[src/rtl/clk_rate_pkg.sv]
package clk_rate_pkg;

    localparam int SRC_SEL_W = 2;
    localparam int PHASE_W   = 6;

    typedef enum logic {
        DIV_FRAC = 1'b0,
        DIV_INT  = 1'b1
    } div_mode_e;

    typedef enum logic [1:0] {
        FK_BYPASS,
        FK_ACCUM,
        FK_SATURATE,
        FK_MUTE
    } frac_kind_e;

    typedef struct packed {
        logic [SRC_SEL_W-1:0] sel;
        div_mode_e            mode;
        logic [PHASE_W-1:0]   phase;
    } rate_cfg_t;

    // Sort a phase value into the fractional-mode behaviour it selects.
    function automatic frac_kind_e frac_classify(
        input logic [PHASE_W-1:0] phase,
        input int                 denom,
        input int                 limit
    );
        int p;
        p = int'(phase);
        if (p == 0)
            return FK_BYPASS;
        else if (p <= denom)
            return FK_ACCUM;
        else if (p <= limit)
            return FK_SATURATE;
        else
            return FK_MUTE;
    endfunction

endpackage

[src/rtl/crg_cfg_reg.sv]
module crg_cfg_reg
    import clk_rate_pkg::*;
(
    input  logic                 clk,
    input  logic                 rst,
    input  logic                 we,
    input  logic [SRC_SEL_W-1:0] sel_in,
    input  logic                 mode_in,
    input  logic [PHASE_W-1:0]   phase_in,
    output rate_cfg_t            cfg_q,
    output logic                 restart
);

    rate_cfg_t cfg_next;

    always_comb begin
        cfg_next.sel   = sel_in;
        cfg_next.mode  = div_mode_e'(mode_in);
        cfg_next.phase = phase_in;
    end

    always_ff @(posedge clk) begin
        if (rst)
            cfg_q <= '0;
        else if (we)
            cfg_q <= cfg_next;
    end

    // A write restarts the rate state in the same edge that loads the fields.
    assign restart = we;

endmodule

[src/rtl/crg_src_mux.sv]
module crg_src_mux #(
    parameter int NUM_SRC = 4,
    localparam int SEL_W  = (NUM_SRC > 1) ? $clog2(NUM_SRC) : 1
) (
    input  logic [NUM_SRC-1:0] ticks,
    input  logic [SEL_W-1:0]   sel,
    output logic               sel_tick
);

    always_comb begin
        sel_tick = 1'b0;
        for (int i = 0; i < NUM_SRC; i++) begin
            if (int'(sel) == i)
                sel_tick = ticks[i];
        end
    end

endmodule

[src/rtl/crg_frac_accum.sv]
module crg_frac_accum
    import clk_rate_pkg::*;
#(
    parameter int DENOM      = 26,
    parameter int FRAC_LIMIT = 32,
    localparam int ACC_W     = $clog2(2 * DENOM),
    localparam int SUM_W     = ACC_W + 1
) (
    input  logic               clk,
    input  logic               rst,
    input  logic               clear,
    input  logic               enable,
    input  logic               tick_in,
    input  logic [PHASE_W-1:0] phase,
    output logic               tick_out,
    output logic [ACC_W-1:0]   level
);

    logic [ACC_W-1:0] acc_q;
    logic [SUM_W-1:0] sum;
    logic             carry;
    frac_kind_e       kind;
    logic             step;

    assign kind  = frac_classify(phase, DENOM, FRAC_LIMIT);
    assign sum   = SUM_W'(acc_q) + SUM_W'(phase);
    assign carry = (sum >= SUM_W'(DENOM));
    assign step  = enable && !clear && tick_in;

    always_comb begin
        unique case (kind)
            FK_BYPASS:   tick_out = step;
            FK_ACCUM:    tick_out = step && carry;
            FK_SATURATE: tick_out = step;
            default:     tick_out = 1'b0;
        endcase
    end

    always_ff @(posedge clk) begin
        if (rst || clear) begin
            acc_q <= '0;
        end else if (step && kind == FK_ACCUM) begin
            if (carry)
                acc_q <= ACC_W'(sum - SUM_W'(DENOM));
            else
                acc_q <= ACC_W'(sum);
        end
    end

    assign level = acc_q;

endmodule

[src/rtl/crg_int_div.sv]
module crg_int_div
    import clk_rate_pkg::*;
(
    input  logic               clk,
    input  logic               rst,
    input  logic               clear,
    input  logic               enable,
    input  logic               tick_in,
    input  logic [PHASE_W-1:0] phase,
    output logic               tick_out
);

    logic [PHASE_W-1:0] cnt_q;
    logic               step;
    logic               hit;

    assign step     = enable && !clear && tick_in;
    assign hit      = (cnt_q == phase);
    assign tick_out = step && hit;

    always_ff @(posedge clk) begin
        if (rst || clear)
            cnt_q <= '0;
        else if (step)
            cnt_q <= hit ? '0 : cnt_q + 1'b1;
    end

endmodule

[src/rtl/crg_out_stage.sv]
module crg_out_stage #(
    parameter int NUM_GATES = 2
) (
    input  logic                 clk,
    input  logic                 rst,
    input  logic                 raw_tick,
    input  logic                 kill,
    input  logic [NUM_GATES-1:0] gate_en,
    output logic                 div_q,
    output logic [NUM_GATES-1:0] gated_q
);

    logic live;

    assign live = raw_tick && !kill;

    always_ff @(posedge clk) begin
        if (rst)
            div_q <= 1'b0;
        else
            div_q <= live;
    end

    for (genvar g = 0; g < NUM_GATES; g++) begin : g_gate
        always_ff @(posedge clk) begin
            if (rst)
                gated_q[g] <= 1'b0;
            else
                gated_q[g] <= live && gate_en[g];
        end
    end

endmodule

[src/rtl/clk_rate_gen.sv]
module clk_rate_gen
    import clk_rate_pkg::*;
#(
    parameter int NUM_SRC    = 4,
    parameter int DENOM      = 26,
    parameter int FRAC_LIMIT = 32,
    localparam int ACC_W     = $clog2(2 * DENOM),
    localparam int NUM_GATES = 2
) (
    input  logic                 clk,
    input  logic                 rst,
    input  logic [NUM_SRC-1:0]   src_ticks,
    input  logic                 cfg_we,
    input  logic [SRC_SEL_W-1:0] cfg_src_sel,
    input  logic                 cfg_int_mode,
    input  logic [PHASE_W-1:0]   cfg_phase,
    input  logic                 out_disable,
    input  logic                 gate_a_en,
    input  logic                 gate_b_en,
    output logic                 div_tick,
    output logic                 gated_a_tick,
    output logic                 gated_b_tick
);

    rate_cfg_t              cfg_q;
    logic                   restart;
    logic                   sel_tick;
    logic                   frac_tick;
    logic                   int_tick;
    logic                   raw_tick;
    logic [ACC_W-1:0]       frac_level;
    logic [SRC_SEL_W-1:0]   act_sel;
    logic                   act_int_mode;
    logic [PHASE_W-1:0]     act_phase;
    logic [NUM_GATES-1:0]   gate_vec;
    logic [NUM_GATES-1:0]   gated_vec;

    assign act_sel      = cfg_q.sel;
    assign act_int_mode = (cfg_q.mode == DIV_INT);
    assign act_phase    = cfg_q.phase;
    assign gate_vec     = {gate_b_en, gate_a_en};

    crg_cfg_reg u_cfg (
        .clk      (clk),
        .rst      (rst),
        .we       (cfg_we),
        .sel_in   (cfg_src_sel),
        .mode_in  (cfg_int_mode),
        .phase_in (cfg_phase),
        .cfg_q    (cfg_q),
        .restart  (restart)
    );

    crg_src_mux #(.NUM_SRC(NUM_SRC)) u_mux (
        .ticks    (src_ticks),
        .sel      (act_sel),
        .sel_tick (sel_tick)
    );

    crg_frac_accum #(.DENOM(DENOM), .FRAC_LIMIT(FRAC_LIMIT)) u_frac (
        .clk      (clk),
        .rst      (rst),
        .clear    (restart),
        .enable   (!act_int_mode),
        .tick_in  (sel_tick),
        .phase    (act_phase),
        .tick_out (frac_tick),
        .level    (frac_level)
    );

    crg_int_div u_int (
        .clk      (clk),
        .rst      (rst),
        .clear    (restart),
        .enable   (act_int_mode),
        .tick_in  (sel_tick),
        .phase    (act_phase),
        .tick_out (int_tick)
    );

    assign raw_tick = act_int_mode ? int_tick : frac_tick;

    crg_out_stage #(.NUM_GATES(NUM_GATES)) u_out (
        .clk      (clk),
        .rst      (rst),
        .raw_tick (raw_tick),
        .kill     (out_disable),
        .gate_en  (gate_vec),
        .div_q    (div_tick),
        .gated_q  (gated_vec)
    );

    assign gated_a_tick = gated_vec[0];
    assign gated_b_tick = gated_vec[1];

endmodule

[config.mk]
export PLATFORM = sky130hd
export DESIGN_NAME = clk_rate_gen
export DESIGN_NICKNAME = d
export VERILOG_FILES = /design/src/rtl/clk_rate_pkg.sv /design/src/rtl/crg_cfg_reg.sv /design/src/rtl/crg_src_mux.sv /design/src/rtl/crg_frac_accum.sv /design/src/rtl/crg_int_div.sv /design/src/rtl/crg_out_stage.sv /design/src/rtl/clk_rate_gen.sv
export SDC_FILE = /design/constraint.sdc
export NUM_CORES = 1
export LEC_CHECK = 0
export ABC_AREA = 1
export BUFFER_PORTS_ARGS = -buffer_cell sky130_fd_sc_hd__buf_2
export CORE_MARGIN = 1
export CORE_UTILIZATION = 45
export DETAILED_ROUTE_END_ITERATION = 8
export PLACE_DENSITY = 0.64
export SETUP_SLACK_MARGIN = 0.05
export SLEW_MARGIN = 0
export SYNTH_ARGS = -nofsm -noshare
export SYNTH_HDL_FRONTEND = slang
export SYNTH_SLANG_ARGS = --single-unit
[constraint.sdc]
create_clock -name clk -period 3.21 [get_ports clk]
set_input_delay 0.321 -clock clk [delete_from_list [all_inputs] [get_ports clk]]
set_output_delay 0.321 -clock clk [all_outputs]
set_load 0.02 [all_outputs]
==> results.cfg <==
[die]
die-height_um = 61.8
fp.dieW_um = 61.8
initial_utilization = 0.475
floorplan.io_pins = 22
floorplan.rows = 21
std_cell_core_area_um2 = 3390
fp.dieArea_um2 = 3820

[timing]
fin_skew_ns = 0.00877
slew_violations = 0
final.min_clock_period_ns = 2.28
grt_setup_unrepaired = no
post-route-period-util = 0.710
final_hold_viol_count = 0
setup_total_negative_slack_ns = 0
worst_pin_slew_ns = 0.498
max_slew_margin = 0.666
report.final.setup_viol = 0
clock.fmax_mhz = 439

[setup_path]
cp-startpoint = u_cfg.cfg_q[0]$_SDFFE_PP0P_
worst-path-max-fanout = 6
critical_path.slowest_cell = fa_1
worstPathCellList = ha_1 -> fa_1 -> inv_1 -> nand2_1 -> nand2_2 -> inv_1 -> ha_1 -> inv_1 -> nand3_1 -> nor2_4 -> nor2_4 -> nand2_4 -> nand2_2 -> nand2_1 -> nand2_2 -> nor2_1
critical_path.top_delay_family = adder cells
r2r_cells = 16
critical_path_buf_inv_count = 3
worst_ep_arrival_time_ns = 2.54
timing.critical_path.from_type = flop
regToRegStartpoint = u_cfg.cfg_q[0]$_SDFFE_PP0P_
setup.worst_path.class = flop to flop
endpoint_of_the_worst_slack_reg_to_reg_timing_path = u_out.gated_q[1]$_SDFF_PP0_
max_stage_delay_ns = 0.41
path_depth = 16
endpoint_kind = flop
worst_ep_required_time_ns = 3.47
setup.reg_to_reg.worst_slack_ns = 0.93

[power]
ir_worst_vdd_v = 0.000269
power_density_nw_per_um2 = 384
leakagePower_nw = 0.910
power_w = 0.000696

[global_route]
grt_pass1_wl_mm = 5.51
grt_antenna_before_repair = 0
overflow = 0
vias_in_the_first_global_route = 1284
gr-usage-all-layers = 0.198
grt_max_degree = 19

[worst_hold_path]
min_path_type = input pin to flop
worstHoldEndpoint = u_out.gated_q[1]$_SDFF_PP0_
hold_depth = 3
holdCritStartpoint = gate_b_en

[clock_tree]
clock_root_buffer_master = clkbuf_4
clock_tree.htree_level_count = 1
numClockSinks = 24
clkLatencyLatePin_ns = 0.32
post_cts.repair.setup_buffers = 0
postCtsResizedCells = 0
max-clock-path-buffers = 2
cts_hold_buffers = 0
tritoncts_clock_tree = yes
cts-buffers-inserted = 3
clkSlewWorstSetupHoldPaths_ns = 0.14

[cells_and_area]
area.growth.synth_to_final_pct = 12.4
nets = 288
drive_above_1_share = 0.174
num_antenna_cells = 0
final_util = 0.534

[detailed_routing]
dr_total_vias = 1446
wire_per_inst_um = 10.6
detail_route.iter0.violations = 85
drt.antenna.violating_nets = 0
viasPerCell = 4.74
routed_wl_mm = 3.22
remaining_drc_errors = 0
drtPass1Iterations = 4

[synth]
syn-instance-count = 236
synth_area_um2 = 1610
yosys-top-cells-count = nand2_1, inv_1, nor2_1
ys.flop_type = dfxtp_1
synth-warning-count = 0
number_of_synthesized_flops_with_an_enable_pin = 0
postSynthNetCount = 264
yosysUniqueCellTypes = 32
synth-seq-area-share = 0.299
ys_ff_latch = 24
yosys.area.top_type = dfxtp_1
post_synth_main_area_contributors = dfxtp_1, nand2_1, inv_1
syn_area_per_cell_um2 = 6.82
synth.top_cell.area_share = 0.299
synth_most_common_cell = nand2_1
synthArstFlopShare = 0

[placed_design]
place.port_buffers = 21
place.detailed.hpwl_mm = 2.57
gp_congestion = 0.773

[status]
run_status = completed

[run]
max-cap-violations = 0
## metrics by stage
stage	hold WS [ns]	worst slack, ns	cells	instance area (um2)
4_1_cts	0.197	0.948	305	1810
2_1_floorplan	0.433	1.15	236	1610
5_1_grt	0.214	0.714	305	1810
3_5_place_dp	0.497	0.981	301	1760
3_3_place_gp	0.495	1.06	301	1760
6_report	0.209	0.930	305	1810
## worst register-to-register path, delay by kind of cell, from the launching register on
family                     cells  cell delay, ns
and+or+nand+nor               10            0.81
adders and majority gates      3            0.83
DFF                            1            0.36
buffers and inverters          3            0.22
## where the power goes
group          internal [W]  leakage (nW)  switching [W]  total (W)
registers          0.000310         0.196      0.0000122   0.000322
logic             0.0000573         0.686      0.0000960   0.000153
clock network      0.000126        0.0279      0.0000937   0.000220
total              0.000494         0.910       0.000202   0.000696
## flip-flops by register name (all words and copies together) (netlist names)
register	count
u_out.div_q	1
u_int.cnt_q	6
u_frac.level	6
u_cfg.cfg_q	9
u_out.gated_q	2
## per-layer routing
metal | GRT usage | share of wire | wire length [um] | vias up
li1 | - | - | - | 797
met1 | 0.272 | 0.53 | 1690 | 616
met2 | 0.318 | 0.43 | 1370 | 31
met3 | 0.0331 | 0.039 | 127 | 2
met4 | 0.0603 | 0.0075 | 24 | 0
met5 | 0 | 0 | 0 | -
## placed cells by master (no fill, tap or decap), types with 6 or more instances in the layout
cell type	instances
inv_1	35
dfxtp_1	24
nand2_1	42
ha_1	8
nand3_1	20
o21ai_0	11
xor2_1	6
buf_2	21
nor2_1	34
a21oi_1	16
## worst max-delay path by stage
| stage | slack [ns] | endpoint |
|---|---|---|
| global placement | 1.06 | u_out.gated_q[0]$_SDFF_PP0_ |
| CTS | 0.95 | u_out.gated_q[1]$_SDFF_PP0_ |
| finish | 0.93 | u_out.gated_q[1]$_SDFF_PP0_ |
| detailed placement | 0.98 | u_out.gated_q[1]$_SDFF_PP0_ |
| global route | 0.71 | u_out.gated_q[1]$_SDFF_PP0_ |
| floorplan | 1.15 | u_out.gated_q[0]$_SDFF_PP0_ |
## final cells by class
class | instances | area [um2]
Fill cell | 345 | 1580
Multi-Input combinational cell | 170 | 963
Sequential cell | 24 | 480
Inverter | 40 | 150
Timing Repair Buffer | 21 | 105
Tap cell | 46 | 57.6
Clock inverter | 1 | 30.0
Clock buffer | 3 | 22.5
## cell families after synthesis
| family | Yosys count | synth area share |
|---|---|---|
| fa+ha+maj | 9 | 0.0747 |
| compound gates | 35 | 0.121 |
| xor+xnor | 6 | 0.0327 |
| simple gates | 120 | 0.371 |
| flops | 24 | 0.299 |
| buf+inv | 42 | 0.103 |
Note: power is estimated with default switching activity, not from simulation.
